`config.mk`:
```
export PLATFORM = sky130hd
export DESIGN_NAME = cfg_bitstream_reader
export DESIGN_NICKNAME = d
export VERILOG_FILES = /design/src/rtl/cfg_bitstream_reader.sv
export SDC_FILE = /design/constraint.sdc
export NUM_CORES = 2
export LEC_CHECK = 0
export BUFFER_PORTS_ARGS = -buffer_cell sky130_fd_sc_hd__buf_2
export CORE_MARGIN = 2
export CORE_UTILIZATION = 63
export CTS_BUF_LIST = sky130_fd_sc_hd__clkbuf_8 sky130_fd_sc_hd__clkbuf_16
export CTS_CLUSTER_DIAMETER = 200
export DETAILED_ROUTE_END_ITERATION = 12
export PLACE_DENSITY = 0.77
export SYNTH_ARGS = -nofsm -noshare
export SYNTH_HDL_FRONTEND = slang
export SYNTH_SLANG_ARGS = --single-unit
```
`constraint.sdc`:
```
create_clock -name clk -period 3.5 [get_ports clk]
set_clock_uncertainty 0.2 [all_clocks]
set_input_delay 0.35 -clock clk [delete_from_list [all_inputs] [get_ports clk]]
set_output_delay 0.35 -clock clk [all_outputs]
set_load 0.02 [all_outputs]
```
`src/rtl/cfg_bitstream_reader.sv`:
```
module cfg_bitstream_reader #(
  parameter int DEPTH = 1024
) (
  input  logic                     clk,
  input  logic                     rst_n,
  input  logic                     mode_sel,
  input  logic                     sel_n,
  input  logic                     rst_oe_pin,
  input  logic                     ld_we,
  input  logic [$clog2(DEPTH)-1:0] ld_addr,
  input  logic                     ld_bit,
  input  logic                     pol_we,
  input  logic                     pol_val,
  output logic                     bit_out,
  output logic                     bit_en,
  output logic                     chain_sel_n
);
  localparam int AW = $clog2(DEPTH);
  localparam logic [AW-1:0] LAST = AW'(DEPTH - 1);

  logic          store [DEPTH];
  logic [AW-1:0] ptr;
  logic          spent;
  logic          pol;
  logic          clr_lvl;
  logic          reading;

  assign clr_lvl = rst_oe_pin ^ pol;
  assign reading = mode_sel & ~sel_n & ~clr_lvl & ~spent;

  always_ff @(posedge clk) begin
    if (!mode_sel && ld_we) store[ld_addr] <= ld_bit;
  end

  always_ff @(posedge clk or negedge rst_n) begin
    if (!rst_n) begin
      pol <= 1'b0;
    end else if (!mode_sel && pol_we) begin
      pol <= pol_val;
    end
  end

  always_ff @(posedge clk or negedge rst_n) begin
    if (!rst_n) begin
      ptr   <= '0;
      spent <= 1'b0;
    end else if (mode_sel) begin
      if (clr_lvl) begin
        ptr   <= '0;
        spent <= 1'b0;
      end else if (reading) begin
        if (ptr == LAST) spent <= 1'b1;
        else             ptr   <= ptr + 1'b1;
      end
    end
  end

  assign bit_en      = reading;
  assign bit_out     = reading & store[ptr];
  assign chain_sel_n = ~(mode_sel & spent & ~sel_n);

  p_adv_r1: assert property (@(posedge clk) disable iff (!rst_n)
    (mode_sel && !sel_n && !clr_lvl && !spent && ptr != LAST) |=> (ptr == $past(ptr) + 1'b1));

  p_clear_r3: assert property (@(posedge clk) disable iff (!rst_n)
    (mode_sel && clr_lvl) |=> (ptr == '0 && !spent));

  p_freeze_r5: assert property (@(posedge clk) disable iff (!rst_n)
    (mode_sel && sel_n && !clr_lvl) |=> ($stable(ptr) && $stable(spent)));

  p_last_r6: assert property (@(posedge clk) disable iff (!rst_n)
    (mode_sel && !sel_n && !clr_lvl && !spent && ptr == LAST) |=> (spent && ptr == LAST));

  p_nowrap_r7: assert property (@(posedge clk) disable iff (!rst_n)
    (spent && !(mode_sel && clr_lvl)) |=> (spent && $stable(ptr)));

  p_prog_hold_r8: assert property (@(posedge clk) disable iff (!rst_n)
    !mode_sel |=> ($stable(ptr) && $stable(spent)));

  p_pol_lock_r9: assert property (@(posedge clk) disable iff (!rst_n)
    mode_sel |=> $stable(pol));

  p_quiet_r2: assert property (@(posedge clk) disable iff (!rst_n)
    !bit_en |-> !bit_out);
endmodule

```
### Yosys cells after proc, flatten, opt, wreduce, memory -nomap -nowiden

Memory sizes are Yosys's and may differ from the RTL's.
Cells that the tools add are included.

| storage, ports and cells | value |
|---|---|
| flip-flop bits (word level) | 12 |
| bits in writable memories | 1024 |
| input port bits | 19 |
| output and inout port bits | 3 |
| memories kept | 1 |

| cells by class | value |
|---|---|
| add/subtract/negate cells | 1 |
| eq/ne operators | 2 |
| muxes and demuxes | 8 |
| bitwise gates (word level) | 11 |
| reduce and logical (&&, ||, !) cells | 7 |

Memory list:

| memory | words | bits a word | read ports | clocked after memory_dff | write ports | RTL line | RTL |
|---|---|---|---|---|---|---|---|
| store | 1024 | 1 | 1 | 0 | 1 | 21 | `logic store [DEPTH];` |

Operators with widths:

| kind | count |
|---|---|
| 10-bit 2-to-1 mux | 3 |
| 10-bit by 1-bit adder with 10-bit output (second input constant) | 1 |
| 10-bit equality test (second input constant) | 1 |
| 1-bit bitwise AND | 6 |
| 3-bit AND reduction | 2 |
| 1-bit 2-to-1 mux | 5 |
| 1-bit NOT | 4 |
| 2-bit nonzero test | 2 |
| 1-bit logical AND | 2 |
| 2-bit != test (second input constant) | 1 |
| 1-bit logical NOT | 1 |
| 1-bit XOR | 1 |

### Longest topological paths before layout

| logic depth | value |
|---|---|
| depth in word-level cells | 6 |
| gate-level depth with buffers | 14 |
| depth with buffers taken out | 9 |

### Worst setup path after synthesis

OpenSTA, ideal clock, no wires.

| timing path | value |
|---|---|
| kind | reg-to-output |
| start | register ptr[0] |
| end | output bit_out |
| data arrival time | 2.989 ns |
| required time | 2.950 ns |
| setup slack | -0.039 ns |
| stages on the path, launching flop included | 13 |
| path buffers | 5 |
| cells stage by stage | dfrtp_1 buf_4 buf_6 buf_4 buf_4 buf_4 a211oi_1 a2111oi_0 nor4_1 a21oi_1 nand2_1 o221a_2 o41ai_1 |

| on the way | value |
|---|---|
| cells in the longest elaborated chain, start to end | 2 |

Ends and longest elaborated chain:

| item | RTL line | RTL |
|---|---|---|
| start: declaration | 22 | `logic [AW-1:0] ptr;` |
| start signal: assignment | 53 | `else ptr <= ptr + 1'b1;` |
| memory 1024 x 1 bit | -- |  |
| 1-bit bitwise AND | 59 | `assign bit_out = reading & store[ptr];` |
| end: declaration | 14 | `output logic bit_out,` |

Every way passes these cells.

### Worst setup path after layout

Ends and elaborated chain as after synthesis.

==> results.txt <==
class of the worst hold path = primary input to flip-flop
Syn. warnings = 0
startpoint types = flip-flop
CTS Root Cell = clkbuf_16
Worst Setup End Kind = output pin
Seq/Total Area, Yosys = 0.689
floorplan core area = 71,100 sq um
cell area after layout = 51,500 sq um
vias in the first global route = 28,600
GRT Util Overall = 0.350
final core area utilization = 0.724
H-tree Lvls = 3
final-layout fill cell count = 4,304
drt first pass iters = 8
multi-input logic area = 12,900 sq um
share of cells above drive strength 1 = 0.231
Synth Net Count = 3,150
number of synthesized register bits = 1,036
P_leak = 15.8 nW
Slew Viols, Final = 0
Worst-Skew Late Latency = 0.66 ns
FF+latch area = 31,100 sq um
total power = 27.4 mW
Worst Path Required = 2.95 ns
CTS Sinks = 1,036
CP Cell Sequence = buf_12 > buf_12 > buf_4 > mux4_2 > a221oi_2 > o21ai_1 > a221o_1 > o311a_1 > a211oi_2 > buf_4 > o41ai_4 > buf_4
P per Cell Area = 533 nW/um^2
Setup TNS = -0.947 ns
final setup fails = 1
largest net degree at the start of global routing = 144
Critical Path AT = 3.90 ns
n_diodes = 0
Num CTS Buffers = 104
drt drc = 0
GP Congestion = 0.872
Worst VDD drop = 0.517 mV
Cell Area, Synth = 45,100 sq um
Synth Flop Type = edfxtp_1
Final Hold Vio Count = 0
I/O pin cnt = 22
Initial Util = 0.634
standard-cell rows = 98
Gate Count Post-Synth = 3,130
RSZ-0062 raised after global routing = yes
Initial DRC Count = 5,024
ys async rst share = 0.0116
Post-Route WL = 129 mm
fmax = 225 MHz
hold_ws = 0.0613 ns
port buffer count = 21
final setup margin = -0.947 ns
# Max-Cap Violations = 0
die footprint = 73,700 sq um
Yosys cell types = 60
initial antenna violation count = 1
first-pass GRT wire length = 186 mm
Avg Inst Size Synth = 14.4 sq um
via count = 29,300
post-route ant nets = 0
synth top area cells = edfxtp_1, mux4_2, nor2_1, mux2i_1, clkbuf_1
CTS tree = done
headroom to the max-slew limit = 0.317
EDFF count, synth = 1,024
chip width = 271 microns
min Tclk post-route = 4.45 ns
worst-margin pin slew = 1.02 ns
DR vias/cell = 6.81
Synth top area share = 0.682
grt total ovfl = 0
crit-path max FO = 10
WP buf/inv = 5
peak per-stage delay on the critical path = 0.50 ns
CP max-delay cell = dfrtp_4
Area after DPL = 47,700 sq um
Reg clk slew, reported paths = 0.06 ns
HPWL after DPL = 71.5 mm
DIE HEIGHT = 271 microns
WS Path Type = flip-flop to output pin
Routed WL per cell = 30.0 microns
Tcrit/Tclk final = 1.27
status = finished with violations
net count reported at finish = 3,282
violated checks = setup timing
area leader, netlist = edfxtp_1
Top Family by Delay on Critical Path = compound AO/OA/AOI/OAI gates
CTS Buffer Depth = 3
area grow syn2layout = 14.2%
CP most frequent cell = buf_4
## path summary, 6_finish.rpt
check,slack (ns),from,endpoint,depth (start not counted)
worst max-delay path,-0.95,ptr[0],bit_out,12
worst min-delay path,0.06,ld_bit,store[614],1
worst max register to register,0.11,ptr[3],ptr[7],11
worst min register to register,0.40,spent,spent,2
max in group asynchronous,1.93,rst_n,ptr[2],3
min in group asynchronous,0.63,rst_n,pol,3
## worst reg2reg max path, cell delays in order, from the launching register on
cell	delay, ns
dfrtp_2	0.51
buf_4	0.24
nand3_1	0.30
buf_4	0.25
nor4_1	0.08
buf_4	0.15
nor3_1	0.55
nor2_1	0.23
nor2_1	0.29
nand3_1	0.19
xor2_1	0.21
nor2_1	0.06
## placed cells by master (no fill, tap or decap), types with 5 or more instances in the layout
cell and n:
clkinv_1 24, mux4_2 233, and3_1 6, nor2b_1 20
bufinv_16 8, nor3_1 11, a221oi_1 8, o21ai_1 5
buf_6 5, nand2_2 20, a211oi_1 10, a22o_1 8
a31oi_1 6, nand3_2 9, buf_4 256, clkbuf_16 110
inv_1 22, nand2_1 78, xnor2_1 5, nor2_1 1059
buf_12 36, mux2i_1 108, a21oi_1 21, nand4_1 8
dlygate4sd3_1 5, o22ai_1 11, nor3b_1 7, clkinv_2 25
edfxtp_1 1024, dfrtp_1 8, clkinvlp_4 6, nand3_1 20
and2_1 6, mux2_2 6, nand2b_1 9, o21ai_0 19
a22oi_1 23, buf_2 19
## logic make-up after synthesis
kind of cell / Yosys count / synth area share
buffers and inverters: 308 / 0.0298
multiplexers: 351 / 0.144
adder cells (fa/ha/maj): 1 / 0.000278
AND/OR/NAND/NOR: 1273 / 0.112
flip-flops: 1036 / 0.689
XOR/XNOR: 9 / 0.00175
AO/OA/AOI/OAI: 152 / 0.0236
## through the flow
step | cells | setup WS, ns
floorplan | 3130 | 0.192
global placement | 4071 | -0.799
CTS | 4278 | -0.891
finish | 4299 | -0.947
detailed placement | 4071 | -0.882
global route | 4299 | -0.979
## power breakdown
group	internal (mW)	switching (mW)
Clock	6.13	4.69
Sequential	13.6	0.0189
Combinational	1.47	1.50
## final cells by class
cell class              count  area share
clock buffers             108      0.0523
well taps                 950      0.0231
clock inverters            85      0.0117
inverters                   6    0.000438
multi-input cells        1786       0.250
flip-flops and latches   1036       0.604
repair buffers            328      0.0584
## cells in the mapped netlist (all sizes together) (3+ instances only)
library cell  count
nor2           1059
edfxtp         1024
mux4            235
clkbuf          173
buf             129
mux2i           110
nand2            98
nand3            29
a22oi            24
o21ai            24
a21oi            23
nor2b            21
a211oi           13
dfrtp            12
nor3             11
o22ai            11
a221oi           10
nand2b            9
a22o              8
nand4             8
a2111oi           7
a31oi             7
nor3b             7
and2              6
and3              6
inv               6
mux2              6
xnor2             5
and3b             4
nand3b            4
nor4              4
o211ai            4
xor2              4
o2111ai           3
o221ai            3
## sequential cells by signal, summed over array words and instances (netlist names)
register  cells
ptr          10
store      1024
spent         1
pol           1
## timing repair
item / in CTS / in global routing
endpoints found under the hold margin: 14 / 0
setup buffers: 9 / 18
gates resized for setup: 24 / 17
pin swaps: 5 / 6
setup endpoints to repair: 1 / 1
cloned: 0 / 3
hold buffers: 5 / 0
## routing by layer
metal / vias to the layer above / GRT usage / part of all wire
met5: - / 0 / 0.00010
met4: 2 / 0.184 / 0.060
met3: 466 / 0.0770 / 0.14
met2: 2442 / 0.550 / 0.47
met1: 14600 / 0.466 / 0.33
li1: 11700 / - / -
No activity file was read; power rests on OpenSTA's default activity.
